**config.mk**
```make
export PLATFORM = sky130hd
export DESIGN_NAME = page_addr_counter
export DESIGN_NICKNAME = d
export VERILOG_FILES = /design/src/rtl/pac_pkg.sv /design/src/rtl/pac_ctrl.sv /design/src/rtl/pac_datapath.sv /design/src/rtl/page_addr_counter.sv
export SDC_FILE = /design/constraint.sdc
export NUM_CORES = 1
export LEC_CHECK = 0
export BUFFER_PORTS_ARGS = -buffer_cell sky130_fd_sc_hd__clkbuf_2
export CORE_MARGIN = 2
export CORE_UTILIZATION = 45
export CTS_CLUSTER_DIAMETER = 150
export DETAILED_ROUTE_END_ITERATION = 6
export PLACE_DENSITY_LB_ADDON = 0.1
export SKIP_LAST_GASP = 1
export SYNTH_ARGS = -nofsm -noshare
export SYNTH_HDL_FRONTEND = slang
export SYNTH_SLANG_ARGS = --single-unit
```
**constraint.sdc**
```tcl
create_clock -name clk -period 2.2 [get_ports clk]
set_input_delay 0.11 -clock clk [delete_from_list [all_inputs] [get_ports clk]]
set_output_delay 0.11 -clock clk [all_outputs]
set_load 0.02 [all_outputs]
```
**src/rtl/pac_pkg.sv**
```systemverilog
package pac_pkg;

  // Strobes from the control module to the datapath.
  typedef struct packed {
    logic loadCnt;    // take loadAddr into the counter
    logic incCnt;     // advance the counter
    logic wrMode;     // in-page wrap when set
    logic storeByte;  // write data into the buffer at the current offset
    logic newHeader;  // write header: clear markers, latch page
    logic clearFlags; // drain finished: clear markers
    logic drain;      // drain cycle, present slot
  } pacStrobes_t;

endpackage

```
**src/rtl/pac_ctrl.sv**
```systemverilog
module pac_ctrl #(
  parameter int PAGE_BYTES = 16,
  localparam int OFF_W = $clog2(PAGE_BYTES)
) (
  input  logic                   clk,
  input  logic                   rstN,
  input  logic                   loadEn,
  input  logic                   isWrite,
  input  logic                   incEn,
  input  logic                   bufWrEn,
  input  logic                   commitEn,
  output pac_pkg::pacStrobes_t   strobes,
  output logic [OFF_W-1:0]       slotIdx,
  output logic                   busy
);

  localparam logic [OFF_W-1:0] LAST_SLOT = OFF_W'(PAGE_BYTES - 1);

  logic startDrain;
  logic lastSlot;

  assign startDrain = commitEn && !busy;
  assign lastSlot   = busy && (slotIdx == LAST_SLOT);

  always_ff @(posedge clk) begin
    if (!rstN) begin
      busy    <= 1'b0;
      slotIdx <= '0;
    end else if (startDrain) begin
      busy    <= 1'b1;
      slotIdx <= '0;
    end else if (busy) begin
      slotIdx <= slotIdx + 1'b1;
      if (lastSlot) busy <= 1'b0;
    end
  end

  always_comb begin
    strobes.loadCnt    = loadEn;
    strobes.incCnt     = incEn && !loadEn;
    strobes.wrMode     = isWrite;
    strobes.storeByte  = bufWrEn && !busy;
    strobes.newHeader  = loadEn && isWrite;
    strobes.clearFlags = lastSlot;
    strobes.drain      = busy;
  end

endmodule

```
**src/rtl/pac_datapath.sv**
```systemverilog
module pac_datapath #(
  parameter int ADDR_W     = 11,
  parameter int DATA_W     = 8,
  parameter int PAGE_BYTES = 16,
  localparam int OFF_W  = $clog2(PAGE_BYTES),
  localparam int PAGE_W = ADDR_W - OFF_W
) (
  input  logic                 clk,
  input  logic                 rstN,
  input  pac_pkg::pacStrobes_t strobes,
  input  logic [OFF_W-1:0]     slotIdx,
  input  logic [ADDR_W-1:0]    loadAddr,
  input  logic [DATA_W-1:0]    bufWrData,
  output logic [ADDR_W-1:0]    curAddr,
  output logic                 memWe,
  output logic [ADDR_W-1:0]    memAddr,
  output logic [DATA_W-1:0]    memData
);

  logic [DATA_W-1:0]     pageBuf [PAGE_BYTES];
  logic [PAGE_BYTES-1:0] slotValid;
  logic [PAGE_BYTES-1:0] nextValid;
  logic [PAGE_W-1:0]     wrPage;
  logic [OFF_W-1:0]      curOff;

  assign curOff = curAddr[OFF_W-1:0];

  // Address counter
  always_ff @(posedge clk) begin
    if (!rstN) begin
      curAddr <= '0;
    end else if (strobes.loadCnt) begin
      curAddr <= loadAddr;
    end else if (strobes.incCnt) begin
      if (strobes.wrMode) curAddr <= {curAddr[ADDR_W-1:OFF_W], curOff + 1'b1};
      else                curAddr <= curAddr + 1'b1;
    end
  end

  // Commit page
  always_ff @(posedge clk) begin
    if (!rstN)                  wrPage <= '0;
    else if (strobes.newHeader) wrPage <= loadAddr[ADDR_W-1:OFF_W];
  end

  // Slot markers
  always_comb begin
    nextValid = slotValid;
    if (strobes.newHeader || strobes.clearFlags) nextValid = '0;
    if (strobes.storeByte) nextValid[curOff] = 1'b1;
  end

  always_ff @(posedge clk) begin
    if (!rstN) slotValid <= '0;
    else       slotValid <= nextValid;
  end

  // Buffer storage, one register per slot
  for (genvar g = 0; g < PAGE_BYTES; g++) begin : g_slot
    always_ff @(posedge clk) begin
      if (!rstN)
        pageBuf[g] <= '0;
      else if (strobes.storeByte && (curOff == OFF_W'(g)))
        pageBuf[g] <= bufWrData;
    end
  end

  assign memWe   = strobes.drain && slotValid[slotIdx];
  assign memAddr = {wrPage, slotIdx};
  assign memData = pageBuf[slotIdx];

endmodule

```
**src/rtl/page_addr_counter.sv**
```systemverilog
module page_addr_counter #(
  parameter int ADDR_W     = 11,
  parameter int DATA_W     = 8,
  parameter int PAGE_BYTES = 16,
  localparam int OFF_W = $clog2(PAGE_BYTES)
) (
  input  logic              clk,
  input  logic              rstN,
  input  logic              loadEn,
  input  logic [ADDR_W-1:0] loadAddr,
  input  logic              isWrite,
  input  logic              incEn,
  input  logic              bufWrEn,
  input  logic [DATA_W-1:0] bufWrData,
  input  logic              commitEn,
  output logic [ADDR_W-1:0] curAddr,
  output logic              memWe,
  output logic [ADDR_W-1:0] memAddr,
  output logic [DATA_W-1:0] memData,
  output logic              commitBusy
);

  pac_pkg::pacStrobes_t strobes;
  logic [OFF_W-1:0]     slotIdx;

  pac_ctrl #(.PAGE_BYTES(PAGE_BYTES)) ctrl_i (
    .clk(clk), .rstN(rstN), .loadEn(loadEn), .isWrite(isWrite),
    .incEn(incEn), .bufWrEn(bufWrEn), .commitEn(commitEn),
    .strobes(strobes), .slotIdx(slotIdx), .busy(commitBusy)
  );

  pac_datapath #(.ADDR_W(ADDR_W), .DATA_W(DATA_W), .PAGE_BYTES(PAGE_BYTES)) dp_i (
    .clk(clk), .rstN(rstN), .strobes(strobes), .slotIdx(slotIdx),
    .loadAddr(loadAddr), .bufWrData(bufWrData), .curAddr(curAddr),
    .memWe(memWe), .memAddr(memAddr), .memData(memData)
  );

endmodule

```
==> flow_summary.ini <==
[outcome]
status = complete, no violations

[final_layout]
final_cells = 907
drive_above_1_share = 0.264
utilization = 0.550
fill_cells = 1460
antenna_cells = 0
area_growth_pct = 20.4
nets = 701

[sta]
finalSetupTns_ns = 0
final-hold-violation-count = 0
finalSetupViolCount = 0
drv_slew = 0
clock_skew_ns = 0.00697
fin_crit_ns = 2.19
timing.hold.ws_ns = 0.0715
rsz0062_at_grt = true
worst_slew_pin_slew_ns = 0.681
post-route-period-util = 0.995
maxSlewHeadroom = 0.544
fmax_mhz = 457

[worst_setup_path]
critPathTopFamily = multiplexers
path_max_fanout = 7
reg2reg_slack_ns = 0.40
cpMostUsedCell = buf_12
max_stage_delay_ns = 0.51
slowest_stage = mux4_2
crit_path_start_kind = flip-flop
cp-end-kind = output pin
required_ns = 2.09
crit_buf_inv = 3
path_cells = buf_12 > buf_12 > mux4_2 > a22oi_2 > nand2_2 > buf_6
critPathArrivalTime_ns = 2.08
crit_type = reg -> out

[global_route]
grt_max_degree = 33
grt_pass1_vias = 4923
track_usage = 0.212
grt-ovfl-total = 0
grt_antenna_before_repair = 0
grt_pass1_wl_mm = 28.5

[detailed_routing]
drt_iter0_drc = 347
routed_wl_mm = 18.3
vias_per_cell = 5.39
wl_per_cell_microns = 20.1
vias = 4886
drc = 0
drtPass1Iterations = 4
final_antenna_net_count = 0

[synth]
synth_top_flop_cell = edfxtp_1
syn-num-nets = 606
synth_area_leader_cell = edfxtp_1
synth_cells = 575
yosysMostFrequentCell = and2_1
synth_common_cells = 132 x and2_1, 128 x edfxtp_1, 43 x dfxtp_1
ys_seq_area_frac = 0.602
synth-edff-count = 128
syn_area_per_cell_sq_um = 13.6
synth_seq_cells = 171
ys_top_cells_by_area = edfxtp_1 49%, dfxtp_1 11%, and2_1 11%, mux4_1 6.1%, mux4_2 4.6%
ys_types = 50
synth_top_area_frac = 0.492
ys.warnings.count = 0
async_reset_ff_frac = 0
syn_area_sq_mm = 0.00781

[power_and_ir_drop]
p_total_uw = 7280
cellPowerDensity_mw_per_mm2 = 773
p_leak_uw = 0.00371
vdd_drop_max_uv = 571

[clock_tree]
ctsHtreeMaxLevel = 4
cts.sinks = 171
cts_max_path_buffers = 2
cts_tree = built
clockRootBuffer = clkbuf_16
cts_buffers = 17
insertion_delay_ns = 0.43
clk_pin_slew_ns = 0.07

[run]
drv_cap = 0

[floorplan]
ios = 58
die_w_microns = 136
core_sq_mm = 0.0171
die_h_microns = 136
rows = 48
dieArea_sq_mm = 0.0184
initial_utilization = 0.457

[place]
dp.cells = 857
port_buffers = 57
gp_congestion = 0.747
dp.final_hpwl_mm = 12.3

[min_path]
hold_class = in -> reg
==> layout make-up <==
type	instances	area [sq um]	share of cell area
clock buffers	18	429	0.0456
clock inverters	13	151	0.0161
inverters	5	18.8	0.00199
multi-input cells	364	2940	0.312
flip-flops and latches	171	4710	0.501
well taps	225	282	0.0299
repair buffers	111	881	0.0936
==> sequential cells by signal (all words and copies together) (netlist names), named ones only <==
signal,count
dp_i.pageBuf,128
dp_i.slotValid,16
dp_i.curAddr,11
dp_i.wrPage,7
ctrl_i.slotIdx,4
ctrl_i.busy,1
==> power breakdown <==
group	switching (uW)	internal (uW)
sequential	68.3	3590
clock	1200	1770
combinational	359	295
total	1630	5650
==> stage by stage <==
stage	instance area [sq um]	setup slack (ns)
global placement	8470	0.296
global route	9410	-0.0582
finish	9410	0.0102
detailed placement	8470	0.295
CTS	9380	-0.0376
floorplan	7810	0.212
==> logic make-up after synthesis <==
logic type	Yosys count	synth area share
muxes	39	0.113
xor gates and xnor gates	9	0.0101
AOI/OAI and AO/OA	87	0.0737
and+or+nand+nor	224	0.166
buffers and inverters	40	0.0274
adders and majority gates	5	0.00801
DFF	171	0.602
==> worst register-to-register path: cells and delay by family, from the launching register on <==
kind	cells	cell delay (ns)
flops	1	0.63
simple gates	3	1.03
==> routing by layer <==
metal | track usage | vias to the layer above | part of all wire
li1 | - | 2314 | -
met1 | 0.281 | 2424 | 0.45
met2 | 0.352 | 124 | 0.50
met3 | 0.0382 | 24 | 0.039
met4 | 0.0752 | 0 | 0.018
met5 | 0 | - | 0
==> cell usage in the layout (no fill, tap or decap), types with 6 or more instances in the layout <==
master,count
o21ai_0,27
mux4_2,28
dlygate4sd3_1,12
mux4_1,6
a21oi_1,8
dfxtp_1,40
nor2_1,18
edfxtp_1,128
buf_4,34
clkbuf_16,17
a21boi_0,7
a22oi_2,15
nand3_1,11
nand2_1,26
clkbuf_2,52
a21o_1,16
and2_1,132
==> final timing paths <==
kind | startpoint | endpoint | cells after the start
setup reg to reg | dp_i.curAddr[3]$_SDFFE_PN0P_ | dp_i.pageBuf[12][6]$_SDFFCE_PN0P_ | 3
hold reg to reg | dp_i.slotValid[12]$_SDFF_PN0_ | dp_i.slotValid[12]$_SDFF_PN0_ | 1
setup / recovery | flip-flop | memData[7] | 6
hold / removal | isWrite | dp_i.wrPage[0]$_SDFFE_PN0P_ | 3
==> what timing repair did <==
item                                   4_1_cts  5_1_grt
endpoints found under the hold margin       14        0
hold buffers                                12        0
setup endpoints to repair                    9        8
resized for setup                           30       20
cloned                                       3        0
buffers inserted                             3        1
pin swaps                                    9        4
(Power assumes the default switching activity.)
